[config.mk]
export PLATFORM = sky130hd
export DESIGN_NAME = ecc_word_reader
export DESIGN_NICKNAME = d
export VERILOG_FILES = /design/src/rtl/ecc_pkg.sv /design/src/rtl/ecc_check_gen.sv /design/src/rtl/ecc_corrector.sv /design/src/rtl/byte_shifter.sv /design/src/rtl/ecc_word_reader.sv
export SDC_FILE = /design/constraint.sdc
export NUM_CORES = 1
export LEC_CHECK = 0
export ABC_AREA = 1
export BUFFER_PORTS_ARGS = -buffer_cell sky130_fd_sc_hd__buf_2
export CORE_MARGIN = 4
export CORE_UTILIZATION = 30
export CTS_CLUSTER_DIAMETER = 40
export DETAILED_ROUTE_END_ITERATION = 8
export PLACE_DENSITY = 0.59
export SLEW_MARGIN = 20
export SYNTH_ARGS = -nofsm -noshare
export SYNTH_HDL_FRONTEND = slang
export SYNTH_SLANG_ARGS = --single-unit
[constraint.sdc]
create_clock -name clk -period 2.2 [get_ports clk]
set_clock_uncertainty 0.1 [all_clocks]
set_input_delay 0.44 -clock clk [delete_from_list [all_inputs] [get_ports clk]]
set_output_delay 0.44 -clock clk [all_outputs]
set_load 0.02 [all_outputs]
[src/rtl/ecc_pkg.sv]
package ecc_pkg;
    localparam int DATA_W = 32;
    localparam int CHK_W  = 6;
    localparam int WORD_W = DATA_W + CHK_W;
    localparam int NPOS   = WORD_W;

    typedef struct packed {
        logic [CHK_W-1:0]  chk;
        logic [DATA_W-1:0] data;
    } word_t;

    // Hamming position (1..NPOS) taken by data bit idx
    function automatic logic [CHK_W-1:0] data_pos(input int idx);
        int seen;
        logic [CHK_W-1:0] result;
        seen   = 0;
        result = '0;
        for (int p = 1; p <= NPOS; p++) begin
            if ((p & (p - 1)) != 0) begin
                if (seen == idx) result = CHK_W'(p);
                seen++;
            end
        end
        return result;
    endfunction
endpackage

[src/rtl/ecc_check_gen.sv]
module ecc_check_gen
    import ecc_pkg::*;
(
    input  logic [DATA_W-1:0] data,
    output logic [CHK_W-1:0]  chk
);
    logic [DATA_W-1:0] col [CHK_W];

    for (genvar k = 0; k < CHK_W; k++) begin : g_col
        for (genvar i = 0; i < DATA_W; i++) begin : g_bit
            localparam logic [CHK_W-1:0] POS = data_pos(i);
            assign col[k][i] = POS[k] ? data[i] : 1'b0;
        end
        assign chk[k] = ^col[k];
    end
endmodule

[src/rtl/ecc_corrector.sv]
module ecc_corrector
    import ecc_pkg::*;
(
    input  word_t             raw,
    output logic [DATA_W-1:0] fixed_data,
    output logic              fixed
);
    logic [CHK_W-1:0]  fresh;
    logic [CHK_W-1:0]  syndrome;
    logic [DATA_W-1:0] hit;

    ecc_check_gen u_gen (
        .data (raw.data),
        .chk  (fresh)
    );

    assign syndrome = fresh ^ raw.chk;

    for (genvar i = 0; i < DATA_W; i++) begin : g_hit
        localparam logic [CHK_W-1:0] POS = data_pos(i);
        assign hit[i] = (syndrome == POS);
    end

    assign fixed_data = raw.data ^ hit;
    assign fixed      = |hit;
endmodule

[src/rtl/byte_shifter.sv]
module byte_shifter #(
    parameter int W = 8
) (
    input  logic         clk,
    input  logic         rst_n,
    input  logic         load,
    input  logic         shift,
    input  logic [W-1:0] din,
    output logic         msb
);
    logic [W-1:0] sr_q;

    always_ff @(posedge clk or negedge rst_n) begin
        if (!rst_n)     sr_q <= '0;
        else if (load)  sr_q <= din;
        else if (shift) sr_q <= {sr_q[W-2:0], 1'b0};
    end

    assign msb = sr_q[W-1];
endmodule

[src/rtl/ecc_word_reader.sv]
module ecc_word_reader
    import ecc_pkg::*;
#(
    parameter int ADDR_W = 10,
    parameter int LEN_W  = 4
) (
    input  logic                clk,
    input  logic                rst_n,
    input  logic                req_valid,
    input  logic [ADDR_W-1:0]   req_addr,
    input  logic [LEN_W-1:0]    req_len,
    output logic                busy,
    output logic                mem_rd_en,
    output logic [ADDR_W-3:0]   mem_rd_addr,
    input  logic [WORD_W-1:0]   mem_rd_data,
    output logic                ser_out,
    output logic                ser_valid,
    output logic                corr_pulse,
    output logic                done
);
    localparam int WA_W  = ADDR_W - 2;
    localparam int BYTES = DATA_W / 8;
    localparam int BI_W  = $clog2(BYTES);

    typedef enum logic [2:0] {
        S_IDLE, S_FETCH, S_CAPTURE, S_CORRECT, S_LOAD, S_SHIFT, S_DONE
    } state_t;

    state_t            state_q, state_d;
    logic [WA_W-1:0]   word_q;
    logic [BI_W-1:0]   byte_q;
    logic [LEN_W-1:0]  left_q;
    logic [2:0]        bit_q;
    word_t             buf_q;
    logic [DATA_W-1:0] fixed_data;
    logic              fixed;
    logic [7:0]        cur_byte;
    logic              shift_bit;
    logic              accept;
    logic              last_bit;

    assign accept   = req_valid && (req_len != '0);
    assign last_bit = (bit_q == 3'd7);
    assign cur_byte = buf_q.data[8*byte_q +: 8];

    ecc_corrector u_corr (
        .raw        (buf_q),
        .fixed_data (fixed_data),
        .fixed      (fixed)
    );

    byte_shifter #(.W(8)) u_shift (
        .clk   (clk),
        .rst_n (rst_n),
        .load  (state_q == S_LOAD),
        .shift (state_q == S_SHIFT),
        .din   (cur_byte),
        .msb   (shift_bit)
    );

    // state register
    always_ff @(posedge clk or negedge rst_n) begin
        if (!rst_n) state_q <= S_IDLE;
        else        state_q <= state_d;
    end

    // next state
    always_comb begin
        state_d = state_q;
        unique case (state_q)
            S_IDLE:    if (accept) state_d = S_FETCH;
            S_FETCH:   state_d = S_CAPTURE;
            S_CAPTURE: state_d = S_CORRECT;
            S_CORRECT: state_d = S_LOAD;
            S_LOAD:    state_d = S_SHIFT;
            S_SHIFT: begin
                if (last_bit) begin
                    if (left_q == LEN_W'(1))           state_d = S_DONE;
                    else if (byte_q == BI_W'(BYTES-1)) state_d = S_FETCH;
                    else                               state_d = S_LOAD;
                end
            end
            S_DONE:    state_d = S_IDLE;
            default:   state_d = S_IDLE;
        endcase
    end

    // datapath registers
    always_ff @(posedge clk or negedge rst_n) begin
        if (!rst_n) begin
            word_q <= '0;
            byte_q <= '0;
            left_q <= '0;
            bit_q  <= '0;
            buf_q  <= '0;
        end else begin
            unique case (state_q)
                S_IDLE: begin
                    if (accept) begin
                        word_q <= req_addr[ADDR_W-1:2];
                        byte_q <= req_addr[BI_W-1:0];
                        left_q <= req_len;
                    end
                end
                S_CAPTURE: buf_q      <= word_t'(mem_rd_data);
                S_CORRECT: buf_q.data <= fixed_data;
                S_LOAD:    bit_q      <= '0;
                S_SHIFT: begin
                    bit_q <= bit_q + 3'd1;
                    if (last_bit) begin
                        left_q <= left_q - LEN_W'(1);
                        byte_q <= byte_q + BI_W'(1);
                        if (byte_q == BI_W'(BYTES-1)) word_q <= word_q + WA_W'(1);
                    end
                end
                default: ;
            endcase
        end
    end

    // outputs
    always_comb begin
        busy        = (state_q != S_IDLE);
        mem_rd_en   = (state_q == S_FETCH);
        mem_rd_addr = word_q;
        ser_valid   = (state_q == S_SHIFT);
        ser_out     = (state_q == S_SHIFT) ? shift_bit : 1'b0;
        corr_pulse  = (state_q == S_CORRECT) && fixed;
        done        = (state_q == S_DONE);
    end
endmodule

==> results.tsv <==
metric	value	unit
area share of the largest cell type after synthesis	30.9	%
worst reg2reg setup slack	-880	ps
Main synth FF type	dfrtp_1	
startpoint types	flop	
Peak Freq	308	MHz
ranking of synthesized cells by area	dfrtp_1, nand2_1, nand3_1	
final number of setup-violating endpoints	33	
DR iter-0 viols	470	
cell taking the most area after synthesis	dfrtp_1	
vias per inst	4.95	
maximum clock path buffer count	2	
count leader, synth	nand2_1	
final period utilization	147	%
row cnt	48	
Worst Hold Margin	-14.8	ps
failing checks	negative hold slack, negative setup slack	
DRT Pass-1 Iters	5	
H-tree levels	3	
width of the die	141	microns
MaxCap Viol Count	0	
RR Startpoint	buf_q[28]	
number of synthesized register bits	66	
Worst setup EP type	output port	
CP Max Fanout	5	
share of layout cells above drive strength 1	40.4	%
Inserted Clock Buffers	9	
DRC	0	
pin count of the biggest net entering global routing	67	
mean post-synth cell area	6.19	sq um
Slew headroom	65.1	%
Root Buffer Master	clkbuf_16	
Final Slew Violations	0	
clock latency on the worst-skew pair	350	ps
Reg2Reg Depth	19	
reg2reg end	buf_q[12]	
top cells by count, synth	nand2_1, nand3_1, inv_1	
Final Hold Violating Endpoints	11	
cell count after synthesis	864	
I/O Buffers	68	
Worst-path clk slew	60	ps
cell area after layout	0.00816	sq mm
Setup WS post-layout	-1040	ps
first-pass GRT wire length	31200	microns
CTS tree	built	
DR vias	6461	
starting density of the core	30.8	%
Core Box Area	0.0174	sq mm
diode count	0	
Slew @ Worst Pin	518	ps
Synth Warn #	0	
clock period minus worst slack	3240	ps
antenna-violating nets left	0	
area grow syn2layout	52.7	%
CTS Sinks	66	
I/O Pins	69	
fillers	1758	
final-stage net count	1136	
Synth cell types	32	
worst endpoint required time	1660	ps
critical path class	flop to output port	
total track usage	19.7	%
antenna violations before repair	0	
Post-DP Area	0.00696	sq mm
WP data arrival	2700	ps
Die ar.	0.0200	sq mm
Wirelength per Cell	15.0	microns
status	finished with violations	
cell area after synthesis	0.00535	sq mm
syn_nets	925	
RSZ-0062 raised after global routing	true	
Hold Crit Class	input pin to asynchronous set/reset pin	
sequential-to-total area share from yosys stat	30.9	%
EDFF count, synth	0	
Die H	141	microns
final wirelength	19600	microns
grt ovf	0	
vias in the first global route	6135	
Placer Congestion	0.909	
DPL Wire Length	14400	microns
ys async rst share	100	%
[worst max-delay path by stage]
stage,start,end,slack [ps],cells past startpoint
floorplan,buf_q[25],corr_pulse,-330,17
global placement,buf_q[13],corr_pulse,-860,18
detailed placement,buf_q[25],corr_pulse,-860,19
CTS,buf_q[3],corr_pulse,-970,21
global route,buf_q[25],corr_pulse,-1190,20
finish,buf_q[28],corr_pulse,-1040,16
[cell families (layout without fill, tap and decap cells)]
logic type               Yosys count  after routing  share of synthesized area (%)
AO/OA/AOI/OAI                    164            164                           18.2
XOR/XNOR                          18             18                           3.09
adder cells (fa/ha/maj)            6              6                           1.40
buffers and inverters            127            341                           9.15
flip-flops                        66             66                           30.9
AND/OR/NAND/NOR                  483            485                           37.3
[per-stage QoR]
stage	setup WS, ps	std cells	utilization, %	TNS (ps)
after floorplan	-332	864	-	-332
after global placement	-860	1255	40.1	-8470
after detailed placement	-860	1255	40.1	-8480
after CTS	-967	1296	45.9	-4050
after global routing	-1190	1305	47.0	-11610
final	-1040	1305	47.0	-6150
[what timing repair did]
item / in CTS / in global routing
hold endpoints to repair: 0 / 0
setup buffers: 24 / 9
setup endpoints to repair: 37 / 40
hold buffers: 0 / 0
gates resized for setup: 154 / 45
gates cloned: 2 / 0
pin swaps: 52 / 10
[layout make-up]
cell class	count	area [sq um]	area share, %
Timing Repair Buffer	230	1650	20.2
Clock buffer	10	229	2.81
Inverter	95	362	4.43
Clock inverter	6	90.1	1.10
Tap cell	225	282	3.45
Multi-Input combinational cell	673	3870	47.5
Sequential cell	66	1670	20.5
[sequential cells by signal, indices dropped and copies added, names as in the netlist]
name          flops
buf_q            38
byte_q            2
left_q            4
mem_rd_addr       8
state_q           3
bit_q             3
u_shift.sr_q      8
[routing by layer]
layer / track usage, % / vias to the layer above / part of all wire [%]
li1: - / 3271 / -
met1: 26.0 / 3023 / 46
met2: 32.3 / 138 / 47
met3: 3.88 / 29 / 4.1
met4: 6.41 / 0 / 2.3
met5: 0 / - / 0
[placed cells by master, fill, tap and decap left out, drive strengths merged]
| cell | count |
|---|---|
| nand2 | 312 |
| buf | 230 |
| nand3 | 103 |
| inv | 94 |
| dfrtp | 66 |
| o21ai | 64 |
| nor2 | 59 |
| a21oi | 40 |
| a22oi | 33 |
| xor2 | 12 |
| clkbuf | 10 |
| o211ai | 9 |
| o221ai | 7 |
| nor3 | 7 |
| a31oi | 6 |
| ha | 6 |
| xnor2 | 6 |
| clkinv | 4 |
| nor4 | 2 |
| a22o | 2 |
| o22ai | 2 |
| bufinv | 2 |
| nand3b | 1 |
| a41oi | 1 |
| or2 | 1 |
| clkinvlp | 1 |
[worst max-delay path, stage by stage (launching register included)]
cell     delay (ps)
dfrtp_2         480
xnor2_4         240
nand3_1         160
nand2_1         120
nand2_2          70
nand2_4         100
inv_2            50
nand2_2          80
nand2_4         100
nor2_4          250
nand3_2         120
nand2_1          90
nor2_2           40
nand2_1          80
nor2_1           60
a21oi_2         150
buf_4           160
Power is left out: the tool's default activity adds up to more than one toggle a clock period on the data nets, which glitch-free logic cannot reach.
